**config.mk**
```make
export PLATFORM = sky130hd
export DESIGN_NAME = part_diverter
export DESIGN_NICKNAME = d
export VERILOG_FILES = /design/src/rtl/diverter_pkg.sv /design/src/rtl/sense_front.sv /design/src/rtl/part_counter.sv /design/src/rtl/part_diverter.sv
export SDC_FILE = /design/constraint.sdc
export NUM_CORES = 1
export LEC_CHECK = 0
export BUFFER_PORTS_ARGS = -buffer_cell sky130_fd_sc_hd__buf_2
export CORE_AREA = 3 3 40 42
export DETAILED_ROUTE_END_ITERATION = 16
export DIE_AREA = 0 0 43 45
export PLACE_DENSITY = 0.55
export SYNTH_ARGS = -nofsm -noshare
export SYNTH_HDL_FRONTEND = slang
export SYNTH_SLANG_ARGS = --single-unit
```
**constraint.sdc**
```tcl
create_clock -name clk -period 2.5 [get_ports clk]
set_input_delay 0.375 -clock clk [delete_from_list [all_inputs] [get_ports clk]]
set_output_delay 0.375 -clock clk [all_outputs]
set_load 0.02 [all_outputs]
```
**src/rtl/diverter_pkg.sv**
```systemverilog
// Package: diverter_pkg
// Shared defaults and a width helper for the part diverter.
// Assumes thresholds are small positive integers.
package diverter_pkg;
    localparam int unsigned DEF_WIN_OPEN    = 6;
    localparam int unsigned DEF_WIN_CLOSE   = 11;
    localparam int unsigned DEF_SYNC_STAGES = 2;

    // Bits needed to hold values 0..maxval.
    function automatic int unsigned width_for(input int unsigned maxval);
        return (maxval < 2) ? 1 : $clog2(maxval + 1);
    endfunction
endpackage

```
**src/rtl/sense_front.sv**
```systemverilog
// Module: sense_front
// Synchronises the asynchronous sensor level through STAGES flops and
// flags the cycle in which the synchronised level rises.
// Assumes STAGES >= 1 and a synchronous active-low reset.
module sense_front #(
    parameter int unsigned STAGES = 2
) (
    input  logic clk,
    input  logic rst_n,
    input  logic raw_i,
    output logic level_o,
    output logic rise_o
);
    logic [STAGES-1:0] chain_q;
    logic              last_q;

    // Shift the raw level through the synchroniser chain.
    always_ff @(posedge clk) begin
        if (!rst_n) begin
            chain_q <= '0;
        end else begin
            chain_q[0] <= raw_i;
            for (int i = 1; i < STAGES; i++) begin
                chain_q[i] <= chain_q[i-1];
            end
        end
    end

    // Remember the previous synchronised level for edge detection.
    always_ff @(posedge clk) begin
        if (!rst_n) last_q <= 1'b0;
        else        last_q <= chain_q[STAGES-1];
    end

    assign level_o = chain_q[STAGES-1];
    assign rise_o  = chain_q[STAGES-1] & ~last_q;

    AST_ONE_PULSE: assert property (@(posedge clk) disable iff (!rst_n)
        rise_o |=> !rise_o);
endmodule

```
**src/rtl/part_counter.sv**
```systemverilog
// Module: part_counter
// Saturating up-counter of detected parts with a synchronous clear
// that takes priority over an increment; done_o is high at or above PRESET.
// Assumes PRESET fits in W bits.
module part_counter #(
    parameter int unsigned PRESET = 6,
    parameter int unsigned W      = 4
) (
    input  logic         clk,
    input  logic         rst_n,
    input  logic         inc_i,
    input  logic         clr_i,
    output logic [W-1:0] count_o,
    output logic         done_o
);
    localparam logic [W-1:0] PRE_V = W'(PRESET);
    localparam logic [W-1:0] MAX_V = '1;

    // Count parts; clear wins, saturate at the top value.
    always_ff @(posedge clk) begin
        if (!rst_n)                            count_o <= '0;
        else if (clr_i)                        count_o <= '0;
        else if (inc_i && (count_o != MAX_V))  count_o <= count_o + 1'b1;
    end

    assign done_o = (count_o >= PRE_V);

    AST_CLEAR_ZERO: assert property (@(posedge clk) disable iff (!rst_n)
        clr_i |=> (count_o == '0));
    AST_HOLD_IDLE: assert property (@(posedge clk) disable iff (!rst_n)
        (!clr_i && !inc_i) |=> $stable(count_o));
    AST_STEP_ONE: assert property (@(posedge clk) disable iff (!rst_n)
        (inc_i && !clr_i && (count_o != MAX_V)) |=> (count_o == W'($past(count_o) + 1'b1)));
endmodule

```
**src/rtl/part_diverter.sv**
```systemverilog
// Module: part_diverter
// Diverts parts WIN_OPEN .. WIN_CLOSE-1 of every cycle of WIN_CLOSE parts.
// Two counters advance on each detected part; the closing counter's done
// flag clears both one cycle later. The actuator follows the live
// synchronised level, masked in the detection cycle and while the wrap is pending.
// Assumes WIN_OPEN < WIN_CLOSE and a clean (debounced) sensor.
module part_diverter #(
    parameter int unsigned WIN_OPEN    = diverter_pkg::DEF_WIN_OPEN,
    parameter int unsigned WIN_CLOSE   = diverter_pkg::DEF_WIN_CLOSE,
    parameter int unsigned SYNC_STAGES = diverter_pkg::DEF_SYNC_STAGES
) (
    input  logic clk,
    input  logic rst_n,
    input  logic part_sense_i,
    output logic divert_o
);
    localparam int unsigned CNT_W = diverter_pkg::width_for(WIN_CLOSE);

    logic             level;
    logic             rise;
    logic [CNT_W-1:0] cnt_open;
    logic [CNT_W-1:0] cnt_close;
    logic             done_open;
    logic             done_close;

    sense_front #(.STAGES(SYNC_STAGES)) u_front (
        .clk     (clk),
        .rst_n   (rst_n),
        .raw_i   (part_sense_i),
        .level_o (level),
        .rise_o  (rise)
    );

    part_counter #(.PRESET(WIN_OPEN), .W(CNT_W)) u_open (
        .clk     (clk),
        .rst_n   (rst_n),
        .inc_i   (rise),
        .clr_i   (done_close),
        .count_o (cnt_open),
        .done_o  (done_open)
    );

    part_counter #(.PRESET(WIN_CLOSE), .W(CNT_W)) u_close (
        .clk     (clk),
        .rst_n   (rst_n),
        .inc_i   (rise),
        .clr_i   (done_close),
        .count_o (cnt_close),
        .done_o  (done_close)
    );

    // Actuator: part present, window open, no pending wrap, count settled.
    always_comb begin
        divert_o = level & ~rise & done_open & ~done_close;
    end

    AST_RESET_STATE: assert property (@(posedge clk)
        !rst_n |=> ((cnt_close == '0) && (cnt_open == '0) && !divert_o));
    AST_TWIN_COUNT: assert property (@(posedge clk) disable iff (!rst_n)
        cnt_open == cnt_close);
    AST_WINDOW_BOUND: assert property (@(posedge clk) disable iff (!rst_n)
        cnt_close <= CNT_W'(WIN_CLOSE));
    AST_WRAP_CLEARS: assert property (@(posedge clk) disable iff (!rst_n)
        done_close |=> (!done_open && !divert_o));
    AST_DIVERT_LEVEL: assert property (@(posedge clk) disable iff (!rst_n)
        divert_o |-> level);
    AST_EDGE_QUIET: assert property (@(posedge clk) disable iff (!rst_n)
        rise |-> !divert_o);
endmodule

```
==> results.md <==
- RSZ-0062 raised after global routing: no
- Tmin final: 1.716 ns
- Most frequent cell after synthesis: dfxtp_1
- CTS Buf Count: 3
- GP Congestion: about 0.7
- Worst slew pin tran: 0.2734 ns
- Clock power frac: 0.370
- Status: complete, no violations
- DRC Markers: 0
- Int Power: 248.2 µW
- CP top delay family: flip-flops
- Sw Share: 0.2127
- Worst hold slack: roughly 0.32 ns
- Number of diodes: 0
- Hold/Removal Path Class: primary input to flip-flop
- Dpl hpwl: 568.1 µm
- Skew final: 0.005448 ns
- Grt peak-use layer: met2
- CP required: 2.12 ns
- Area contributors post-synth: dfxtp_1 (44%), ha_1 (7.6%), a21oi_1 (6.1%)
- Met1 Resource Use GR: 0.1024
- Core footprint: 1285 µm²
- Period utilization: 0.6865
- Synthesis Warnings: 0
- Via count: 366
- Max VDD drop: 375.5 µV
- Detail Route Antenna Nets: 0
- Clock sinks: 11
- Final Hold Viols: 0
- DP Cell Count: a little under 70
- Fill count: ~120
- Max-Cap Viols: 0
- Maximum clock rate: 582.7 MHz
- Longest Clk Path Bufs: 2
- Die Width: around 43 µm
- Drt pass-1 iters: 4
- Endpoints failing setup: 0
- Gr ovfl total: 0
- Sequential power share: 0.582
- # port buffers: 3
- P_leak: between 0.0002 and 0.00025 µW
- Top post-synthesis cells by count: dfxtp_1 (11), a21oi_1 (6), nand3_1 (4), o21ai_0 (4)
- Area leader, netlist: dfxtp_1
- Startpoint types: flip-flop
- Die area: 1935 µm²
- Vias per cell: 5.014
- Vias in the first global route: 301
- Post_cts resized: 0
- Yosys top cell area share: 0.4444
- Row Count: 13
- Multi-input gate area: 256.5 µm²
- Synth cell types: 24
- Worst skew pair latency: 0.27 ns
- Synth Instances: 52
- CTS H-tree depth: 1
- Cell Area, Synth: 495.5 µm²
- Syn nets: 58
- Ys async rst share: 0
- Critical-path cell list: ha_1 > o21ai_1 > nand3_1 > a21oi_1 > buf_2
- Sequential area share after synthesis: 0.4444
- Yosys reg bits: 11
- Final WL: between 700 and 800 µm
- TritonCTS clock tree: built
- NetSw: 67.05 µW
- Combinational share of power: 0.048
- Max-slew violations: 0
- Layout Cells excl Fill: 73
- Setup crit end kind: output port
- Post-synthesis average cell area: ~9.5 µm²
- Violation count after the first detailed-route iteration: 8
- # nets final: 65
- M2 GR Usage: 0.1228
- Ports: 4
- Max stage delay cell, worst path: dfxtp_1
- Slew headroom: 0.8177
- Hold buffers post-CTS: 0
- FF/Latch Area: 220.2 µm²
- Clk pin slew, worst setup/hold paths: 0.07 ns
- Met3 Track Usage GR: 0.06375
- Initial core utilization: 0.3856
- WL per Instance: 10.59 µm
- Largest net degree at the start of global routing: 9
- Setup Crit Path Kind: flip-flop to output port
- Clock root buffer: clkbuf_4
- Die Height: 45 µm
- Synth Flop Type: dfxtp_1
- Post-synth EDFFs: 0
- First-pass GRT wire length: 1214 µm
- Buf+Inv Stages, Crit Path: 1
- Setup tns final: 0 ns
- Total Routing Usage GR: 0.08779
- P&R area growth vs syn: 9.849%
- CP arrival: 1.34 ns
- Share of layout cells above drive strength 1: 0.1379
- CP max FO: 4
- Setup bufs post-CTS: 0
- PwrDens: 579.3 nW/µm²
- Antenna violations before repair: 0
- Crit-path max cell delay: 0.33 ns
-- layout by cell type (no fill, tap or decap), types with 2 or more instances in the layout --
cell type and n:
o21ai_0 4, nand3b_1 2, nand3_1 4, a21oi_1 6, buf_2 3, nor3b_1 2, and2_1 3, dfxtp_1 11
inv_1 2, clkbuf_4 3, ha_1 3
-- area by class of cell --
class / instances / area share
clock buffer: 4 / 0.04828
timing repair buffer: 3 / 0.02759
inverter: 2 / 0.01379
tap: 15 / 0.03448
multi-input combinational: 38 / 0.4713
sequential: 11 / 0.4046
-- sequential cells by signal, summed over array words and instances, names as in the netlist --
register,cells
u_open.count_o,4
u_close.count_o,4
u_front.last_q,1
u_front.chain_q,2
-- through the flow --
| stage | power [µW] | worst slack [ns] | instance area [µm²] | utilization |
|---|---|---|---|---|
| after floorplan | 198.9 | 1.032 | 495.5 | - |
| after global placement | 202.5 | 1.067 | 518.0 | 0.4031 |
| after detailed placement | 202.7 | 1.059 | 518.0 | 0.4031 |
| after CTS | 319.4 | 0.7755 | 544.3 | 0.4236 |
| after global routing | 334.1 | 0.6713 | 544.3 | 0.4236 |
| final | 315.3 | 0.7838 | 544.3 | 0.4236 |
-- logic make-up (layout without fill, tap and decap cells) --
group	Yosys count	in the layout	synth area share
compound gates	14	14	0.1616
xor+xnor	1	1	0.01768
fa+ha+maj	3	3	0.07577
buf+inv	3	9	0.03788
flops	11	11	0.4444
simple gates	20	20	0.2626
-- final timing paths --
| check | cells past startpoint | slack (ns) | endpoint | startpoint |
|---|---|---|---|---|
| worst max register to register | 4 | 1.22 | u_close.count_o[0] | u_close.count_o[0] |
| worst min register to register | 1 | 0.44 | u_front.chain_q[1] | u_front.chain_q[0] |
| worst max-delay path | 5 | 0.78 | divert_o | u_close.count_o[0] |
| worst min-delay path | 2 | 0.32 | u_front.chain_q[0] | part_sense_i |
-- per-layer routing --
metal | vias to the layer above | wire length [µm]
li1 | 201 | -
met1 | 158 | 404
met2 | 5 | 301
met3 | 2 | 54
met4 | 0 | 13
met5 | - | 0
-- power groups by stage --
stage,combinational (µW),sequential [µW],clock [µW]
finish,15.0,183,117
global route,17.5,184,133
CTS,15.3,183,121
detailed placement,15.3,187,0
global placement,15.0,187,0
floorplan,12.3,187,0
Power figures use the tool's default switching activity.
